[src/rtl/cdsync_pkg.sv]
package cdsync_pkg;

    localparam int CTRL_BITS = 3;
    localparam int BYTE_W    = 8;

    typedef struct packed {
        logic oneshot;
        logic div_en;
        logic master;
    } sync_ctrl_t;

    function automatic sync_ctrl_t ctrl_unpack(input logic [BYTE_W-1:0] b);
        sync_ctrl_t c;
        c.oneshot = b[2];
        c.div_en  = b[1];
        c.master  = b[0];
        return c;
    endfunction

    function automatic logic [BYTE_W-1:0] ctrl_pack(input sync_ctrl_t c);
        return {{(BYTE_W-CTRL_BITS){1'b0}}, c};
    endfunction

    function automatic logic align_allowed(input sync_ctrl_t c);
        return c.master & c.div_en;
    endfunction

    function automatic int unsigned high_len(input int unsigned n);
        return (n + 1) / 2;
    endfunction

endpackage

[src/rtl/cdsync_edge.sv]
module cdsync_edge #(
    parameter int SYNC_STAGES = 2
) (
    input  logic clk,
    input  logic rst,
    input  logic async_in,
    output logic rise
);
    logic [SYNC_STAGES-1:0] chain;
    logic                   last_q;

    genvar gi;
    generate
        for (gi = 0; gi < SYNC_STAGES; gi++) begin : g_stage
            if (gi == 0) begin : g_first
                always_ff @(posedge clk) begin
                    if (rst) chain[0] <= 1'b0;
                    else     chain[0] <= async_in;
                end
            end else begin : g_next
                always_ff @(posedge clk) begin
                    if (rst) chain[gi] <= 1'b0;
                    else     chain[gi] <= chain[gi-1];
                end
            end
        end
    endgenerate

    always_ff @(posedge clk) begin
        if (rst) last_q <= 1'b0;
        else     last_q <= chain[SYNC_STAGES-1];
    end

    assign rise = chain[SYNC_STAGES-1] & ~last_q;

    AST_ONE_EVENT: assert property (@(posedge clk) disable iff (rst)
        rise |=> !rise);

endmodule

[src/rtl/cdsync_ctrl.sv]
module cdsync_ctrl
    import cdsync_pkg::*;
(
    input  logic              clk,
    input  logic              rst,
    input  logic              wr_en,
    input  logic [BYTE_W-1:0] wr_data,
    input  logic              align_used,
    output sync_ctrl_t        ctrl
);
    always_ff @(posedge clk) begin
        if (rst) begin
            ctrl <= '0;
        end else if (wr_en) begin
            ctrl <= ctrl_unpack(wr_data);
        end else if (align_used && ctrl.oneshot) begin
            ctrl.div_en <= 1'b0;
        end
    end

    AST_SELF_CLEAR: assert property (@(posedge clk) disable iff (rst)
        (align_used && ctrl.oneshot && !wr_en) |=> !ctrl.div_en);

    AST_WRITE_WINS: assert property (@(posedge clk) disable iff (rst)
        wr_en |=> (ctrl == ctrl_unpack($past(wr_data))));

    AST_CONT_HOLD: assert property (@(posedge clk) disable iff (rst)
        (!wr_en && !ctrl.oneshot) |=> $stable(ctrl));

endmodule

[src/rtl/cdsync_div.sv]
module cdsync_div
    import cdsync_pkg::*;
#(
    parameter int unsigned RATIO = 4
) (
    input  logic clk,
    input  logic rst,
    input  logic align,
    output logic div_q
);
    localparam int CNT_W = (RATIO > 1) ? $clog2(RATIO) : 1;
    localparam logic [CNT_W-1:0] LAST = CNT_W'(RATIO - 1);
    localparam logic [CNT_W:0]   HI_V = (CNT_W+1)'(high_len(RATIO));

    logic [CNT_W-1:0] cnt;
    logic [CNT_W-1:0] nxt;

    always_comb begin
        if (align || cnt == LAST) nxt = '0;
        else                      nxt = cnt + 1'b1;
    end

    always_ff @(posedge clk) begin
        if (rst) begin
            cnt   <= '0;
            div_q <= 1'b1;
        end else begin
            cnt   <= nxt;
            div_q <= ({1'b0, nxt} < HI_V);
        end
    end

    AST_ALIGN_ZERO: assert property (@(posedge clk) disable iff (rst)
        align |=> (cnt == '0 && div_q));

    AST_CNT_RANGE: assert property (@(posedge clk) disable iff (rst)
        cnt <= LAST);

endmodule

[src/rtl/clkdiv_sync_ctrl.sv]
module clkdiv_sync_ctrl
    import cdsync_pkg::*;
#(
    parameter int unsigned DIV_RATIO   = 4,
    parameter int          SYNC_STAGES = 2
) (
    input  logic        clk,
    input  logic        rst,
    input  logic        sync_in,
    input  logic        wr_en,
    input  logic [7:0]  wr_data,
    output logic [7:0]  rd_data,
    output logic        clk_div
);
    sync_ctrl_t ctrl;
    logic       rise;
    logic       align;
    logic       div_q;

    cdsync_edge #(.SYNC_STAGES(SYNC_STAGES)) u_edge (
        .clk      (clk),
        .rst      (rst),
        .async_in (sync_in),
        .rise     (rise)
    );

    assign align = rise & align_allowed(ctrl);

    cdsync_ctrl u_ctrl (
        .clk        (clk),
        .rst        (rst),
        .wr_en      (wr_en),
        .wr_data    (wr_data),
        .align_used (align),
        .ctrl       (ctrl)
    );

    cdsync_div #(.RATIO(DIV_RATIO)) u_div (
        .clk   (clk),
        .rst   (rst),
        .align (align),
        .div_q (div_q)
    );

    assign rd_data = ctrl_pack(ctrl);

    generate
        if (DIV_RATIO <= 1) begin : g_pass
            assign clk_div = clk;
        end else begin : g_div
            assign clk_div = div_q;
        end
    endgenerate

    AST_GATED_OFF: assert property (@(posedge clk) disable iff (rst)
        (!rd_data[0] && !wr_en) |=> !rd_data[0]);

endmodule

[config.mk]
export PLATFORM = sky130hd
export DESIGN_NAME = clkdiv_sync_ctrl
export DESIGN_NICKNAME = d
export VERILOG_FILES = /design/src/rtl/cdsync_pkg.sv /design/src/rtl/cdsync_edge.sv /design/src/rtl/cdsync_ctrl.sv /design/src/rtl/cdsync_div.sv /design/src/rtl/clkdiv_sync_ctrl.sv
export SDC_FILE = /design/constraint.sdc
export NUM_CORES = 1
export LEC_CHECK = 0
export CAP_MARGIN = 20
export CORE_AREA = 4 4 41 43
export CTS_BUF_LIST = sky130_fd_sc_hd__clkbuf_16
export CTS_CLUSTER_SIZE = 12
export DETAILED_ROUTE_END_ITERATION = 12
export DIE_AREA = 0 0 45 47
export DONT_BUFFER_PORTS = 1
export PLACE_DENSITY_LB_ADDON = 0.1
export SYNTH_ARGS = -nofsm -noshare
export SYNTH_HDL_FRONTEND = slang
export SYNTH_HIERARCHICAL = 1
export SYNTH_SLANG_ARGS = --single-unit
[constraint.sdc]
create_clock -name clk -period 1.7 [get_ports clk]
set_input_delay 0.085 -clock clk [delete_from_list [all_inputs] [get_ports clk]]
set_output_delay 0.085 -clock clk [all_outputs]
set_load 0.02 [all_outputs]
### After elaboration in Yosys (flattened, before gate mapping)

Cells that the tools add are included.

* flip-flop bits (word level): 9
* bits of input ports: 12
* output and inout bits: 9
* logic and storage cells: 21

* $add $sub $neg: 1
* order comparisons: 1
* eq/ne operators: 1
* mux-type cells: 3
* bitwise gates (word level): 4
* reductions and logical operators: 3

Operator list (count)
* AND 1 bit: 3
* adder 2 x 1 -> 2 bit, second input constant: 1
* equality test 2 bit, second input constant: 1
* < comparator 2 bit, second input constant: 1
* two-way mux 1 bit: 2
* two-way mux 2 bit: 1
* nonzero test 2 bit: 1
* logical AND 1 bit: 1
* logical OR 1 bit: 1
* NOT 1 bit: 1

### Logic depth before layout (Yosys ltp)

* word-level depth: 6
* depth in mapped cells: 5
* gate-level depth less buffers: 5

### By module

Netlist, hierarchy kept.

By module, submodules not included
* cdsync_ctrl: instances 1, cells an instance 11, area an instance 107.6 um2, seq. area each 60.1 um2
* cdsync_div: instances 1, cells an instance 7, area an instance 97.6 um2, seq. area each 60.1 um2
* cdsync_edge: instances 1, cells an instance 7, area an instance 87.6 um2, seq. area each 60.1 um2
* clkdiv_sync_ctrl: instances 1, cells an instance 7, area an instance 47.5 um2, seq. area each 0.0 um2

### Worst setup path after synthesis

Ideal clock, no wire load.

* path type: register to register
* from: register u_edge.chain[1]
* to: register u_div.div_q
* setup time: 135 ps
* data arrival time: 1083 ps
* data required time: 1565 ps
* setup slack: 482 ps
* cell stages (with the launch flop): 4
* buffers on the path: 0
* period minus slack after synthesis: 1218 ps
* cells stage by stage: dfxtp_1 > nor2b_2 > and3_1 > or4b_1

* word-level cells in the longest chain between the ends: 5

Ends and longest elaborated chain
* from (decl): RTL line cdsync_edge.sv:9 `logic [SYNC_STAGES-1:0] chain;`
* from (signal, indexed assignment): RTL line cdsync_edge.sv:23 `else chain[gi] <= chain[gi-1];`
* AND 1 bit: RTL line cdsync_edge.sv:34 `assign rise = chain[SYNC_STAGES-1] & ~last_q;`
* net rise: RTL line clkdiv_sync_ctrl.sv:16 `logic rise;`
* AND 1 bit: RTL line clkdiv_sync_ctrl.sv:27 `assign align = rise & align_allowed(ctrl);`
* net align: RTL line clkdiv_sync_ctrl.sv:17 `logic align;`
* logical OR 1 bit: RTL line cdsync_div.sv:19 `if (align || cnt == LAST) nxt = '0;`
* two-way mux 2 bit: RTL line cdsync_div.sv:19
* < comparator 2 bit: RTL line cdsync_div.sv:29 `div_q <= ({1'b0, nxt} < HI_V);`
* to (signal assigned): RTL line cdsync_div.sv:29
* to (decl): RTL line cdsync_div.sv:9 `output logic div_q`

The timed path passes the listed nets, and every way through them passes these cells.
A chain may end at the register's enable or synchronous reset.

### Worst setup path in the final report

* from: register u_ctrl/ctrl[1] (netlist name)
* to: register u_ctrl/ctrl[1] (netlist name)

* word-level cells in the longest chain between the ends: 4

Ends and longest elaborated chain
* AND 1 bit: RTL line cdsync_pkg.sv:25 `return c.master & c.div_en;`
* AND 1 bit: RTL line clkdiv_sync_ctrl.sv:27
* net align: RTL line clkdiv_sync_ctrl.sv:17
* logical AND 1 bit: RTL line cdsync_ctrl.sv:16 `end else if (align_used && ctrl.oneshot) begin`
* nonzero test 2 bit (no source line)

The timed path passes the listed nets, and every way through them passes these cells.

==> reports/summary.md <==
The net count of the finished layout is 52. The relative area change from synthesis to final layout was 31.3%; the area of the mapped netlist was 340 um^2. After synthesis, the largest family of logic cells by area is simple AND/OR/NAND/NOR gates. Global routing finished with a remaining overflow of 0.

The root buffer selected by CTS is sky130_fd_sc_hd__clkbuf_16. At the worst endpoint, the arrival time is 1.73 ns. The effective utilization at floorplan is 0.262, and the mux share of post-synthesis cell area is 0.0588. The internal power of the cells totals 0.557 mW. The clock-pin slew reported for the worst setup and hold paths after clock tree synthesis came out at 0.04 ns.

The cell taking the most area after synthesis was sky130_fd_sc_hd__dfxtp_1. The wire-length estimate of the detail-placed layout is 398 um. The tools report the maximum vdd ir drop as 0.000506 V. Synthesis produced 32 cells. The logs give 0 for the initial antenna violation count and 0 ns for the setup total negative slack.

The longest clock path from root to sink contains 2 buffers. The top-area cell type share of the netlist area is 0.529. Share of the clock period used by the worst path after layout: 0.948. The global-route wire length before repair is 986 um, and the time the final worst path needs with I/O delays and setup is 1.61 ns.

At the worst endpoint, the required time is 1.82 ns. The total of fill cells in the finished design is 145. The run gives 9 as the count of clock tree sinks. The run finished with clean final reports. The part of the total power dissipated in combinational logic is 0.060, and the max-capacitance violation count is 0.

The die extent in x works out to 45 um. The run gives 1300 um^2 as the area inside the core boundary. Net switching share of the total power: 0.199. The run gives 3 as the TritonCTS buffer count.

The power density over the cells was 1560 nW/um^2. At the end of routability-driven placement, the weighted congestion stood at 0.607. The min-delay analysis places its worst path in the category input pin to register. The floorplan step set the die height to 47 um. Element type at the critical path end: a register. Buffers added to address setup during post-CTS repair amount to 0.

For the H-tree depth, the log shows 1. The final core utilization is 0.343, and the post-synthesis average cell area is 10.6 um^2. The antenna diode count came out at 0. The setup path with the least slack is of type register to register.

After detailed placement, the design holds a cell count of 46. Share of the yosys chip area belonging to registers: 0.529. The floorplan step defined a die boundary enclosing 2120 um^2. The final count of hold timing violations was 0. Dividing the detail-routed via count by the number of cells gives 4.36.

The proportion of power drawn by flip-flops and latches is 0.355, and the xor-xnor portion of the synthesized cell area is 0. The detailed-route via count was 231. Setup repair after global routing left no endpoint under its margin. TritonCTS built the clock tree.

For the worst-skew pair, the clock arrives at the later sink with an insertion delay of 0.23 ns. The via count of the first global-routing pass was 245; the post-synthesis cell type count was 15. Yosys attributes the largest share of cell area to sky130_fd_sc_hd__dfxtp_1, sky130_fd_sc_hd__buf_4, sky130_fd_sc_hd__mux2i_1. The tools report the number of routed nets with antenna violations as 0. The fraction of the mapped netlist area in adder cells came out at 0.0368.

The fraction of final layout cells sized beyond drive strength 1 works out to 0.132. STA classifies the critical path startpoint as a register. Of all nets on the critical path, the largest fanout is 4.

The pin count of the biggest net entering global routing is 10. The analysis attributes to net switching a power of 0.138 mW. The post-synthesis simple-gate area fraction was 0.239; the share of the synthesized area in compound gates (AO/OA/AOI/OAI) was 0.0147. Leaving out fill and tap cells, the most frequent cell in the layout is sky130_fd_sc_hd__dfxtp_1. The combined global-route utilization of all metal layers is 0.0722, and the Yosys warning count is 6.

In the layout the commonest cells are sky130_fd_sc_hd__dfxtp_1, sky130_fd_sc_hd__conb_1, sky130_fd_sc_hd__clkbuf_16, sky130_fd_sc_hd__dlygate4sd3_1, sky130_fd_sc_hd__nor2b_1. The tools report the final number of setup-violating endpoints as 0. The flip-flop and latch count after synthesis was 9; the count of port buffers added during placement was 0. In this run the core area contains 13 standard-cell rows. The run gives 1 as the number of violations reported at the end of detailed-routing iteration 0.

Count of final max-slew check failures: 0. For this run, the top clock speed supported by timing is 621 MHz. Once layout is complete, the cells apart from fillers number 53. In the routed design, unresolved DRC markers number 0. The iteration count of the initial detailed-routing pass is 2. The portion of total power attributed to the clock network is 0.585.

The mean routed wirelength per cell came out at 10.7 um. Wires add up to 567 um. The analysis attributes to cell leakage a power of 0.199 nW. The run gives 0.00168 ns as the setup clock skew after layout.

Total I/O pin count: 21.
worst max-delay path, stage by stage (launching register included):
cell and delay [ns]:
sky130_fd_sc_hd__dfxtp_1 0.45, sky130_fd_sc_hd__and3_2 0.28, sky130_fd_sc_hd__nand2_1 0.06, sky130_fd_sc_hd__nand3b_1 0.09
sky130_fd_sc_hd__a21oi_1 0.06, sky130_fd_sc_hd__dlygate4sd3_1 0.56
power by group through the flow:
stage                     clock network [mW]  logic (mW)  registers [mW]
after floorplan                            0      0.0390           0.248
after global placement                     0      0.0320           0.250
after detailed placement                   0      0.0331           0.251
after CTS                              0.413      0.0415           0.247
after global routing                   0.426      0.0470           0.250
final                                  0.406      0.0418           0.247
final cells by class:
class | count | area, um^2 | share of cell area
Clock buffer | 3 | 75.1 | 0.168
Clock inverter | 1 | 3.75 | 0.00840
Multi-Input combinational cell | 22 | 139 | 0.311
Sequential cell | 9 | 180 | 0.403
Tap cell | 15 | 18.8 | 0.0420
Timing Repair Buffer | 3 | 30.0 | 0.0672
cell families (layout without fill, tap and decap cells):
logic type / after synthesis / after routing
muxes: 2 / 2
buffers and inverters: 5 / 7
and+or+nand+nor: 13 / 13
other: 1 / 5
DFF: 9 / 9
adders and majority gates: 1 / 1
AOI/OAI and AO/OA: 1 / 1
flip-flops by register name, indices dropped and copies added, names as in the netlist:
signal         flops
u_ctrl/ctrl        3
u_div/cnt          2
u_edge/chain       2
u_div/div_q        1
u_edge/last_q      1
cells in the mapped netlist:
master and number:
sky130_fd_sc_hd__nand2_1 2, sky130_fd_sc_hd__buf_4 5, sky130_fd_sc_hd__conb_1 1, sky130_fd_sc_hd__nor2b_2 1
sky130_fd_sc_hd__or4b_1 1, sky130_fd_sc_hd__a21oi_1 1, sky130_fd_sc_hd__nor2_1 2, sky130_fd_sc_hd__nand3b_1 1
sky130_fd_sc_hd__nor4b_1 1, sky130_fd_sc_hd__and3_1 1, sky130_fd_sc_hd__nor4_1 1, sky130_fd_sc_hd__nor2b_1 3
sky130_fd_sc_hd__mux2i_1 2, sky130_fd_sc_hd__ha_1 1, sky130_fd_sc_hd__dfxtp_1 9
what timing repair did:
item,CTS,global route
resized for setup,0,1
hold endpoints to repair,9,0
hold buffers,3,0
setup endpoints to repair,0,1
per-layer routing:
layer | vias up | share of wire | GRT usage
li1 | 110 | - | -
met1 | 104 | 0.40 | 0.0667
met2 | 17 | 0.43 | 0.102
met3 | 0 | 0.17 | 0.0536
met4 | 0 | 0 | 0.0702
met5 | - | 0 | 0
through the flow:
step	power, mW	worst slack [ns]	instance area, um^2	hold slack, ns
2_1_floorplan	0.287	0.482	355	0.154
3_3_place_gp	0.282	0.431	337	0.157
3_5_place_dp	0.284	0.412	337	0.160
4_1_cts	0.702	0.0668	445	0.0111
5_1_grt	0.722	0.00680	447	0.0355
6_report	0.695	0.0892	447	0.0117
worst paths after layout:
| kind | start | end | slack, ns | depth (start not counted) |
|---|---|---|---|---|
| min reg2reg | u_edge/chain[0]$_SDFF_PP0_ | u_edge/chain[1]$_SDFF_PP0_ | 0.43 | 1 |
| max | u_ctrl/ctrl[1]$_SDFFE_PP0P_ | u_ctrl/ctrl[1]$_SDFFE_PP0P_ | 0.09 | 5 |
| min | wr_data[0] | u_ctrl/ctrl[0]$_SDFFE_PP0P_ | 0.01 | 2 |
| max reg2reg | u_ctrl/ctrl[1]$_SDFFE_PP0P_ | u_ctrl/ctrl[1]$_SDFFE_PP0P_ | 0.09 | 5 |
(Power assumes the default switching activity.)
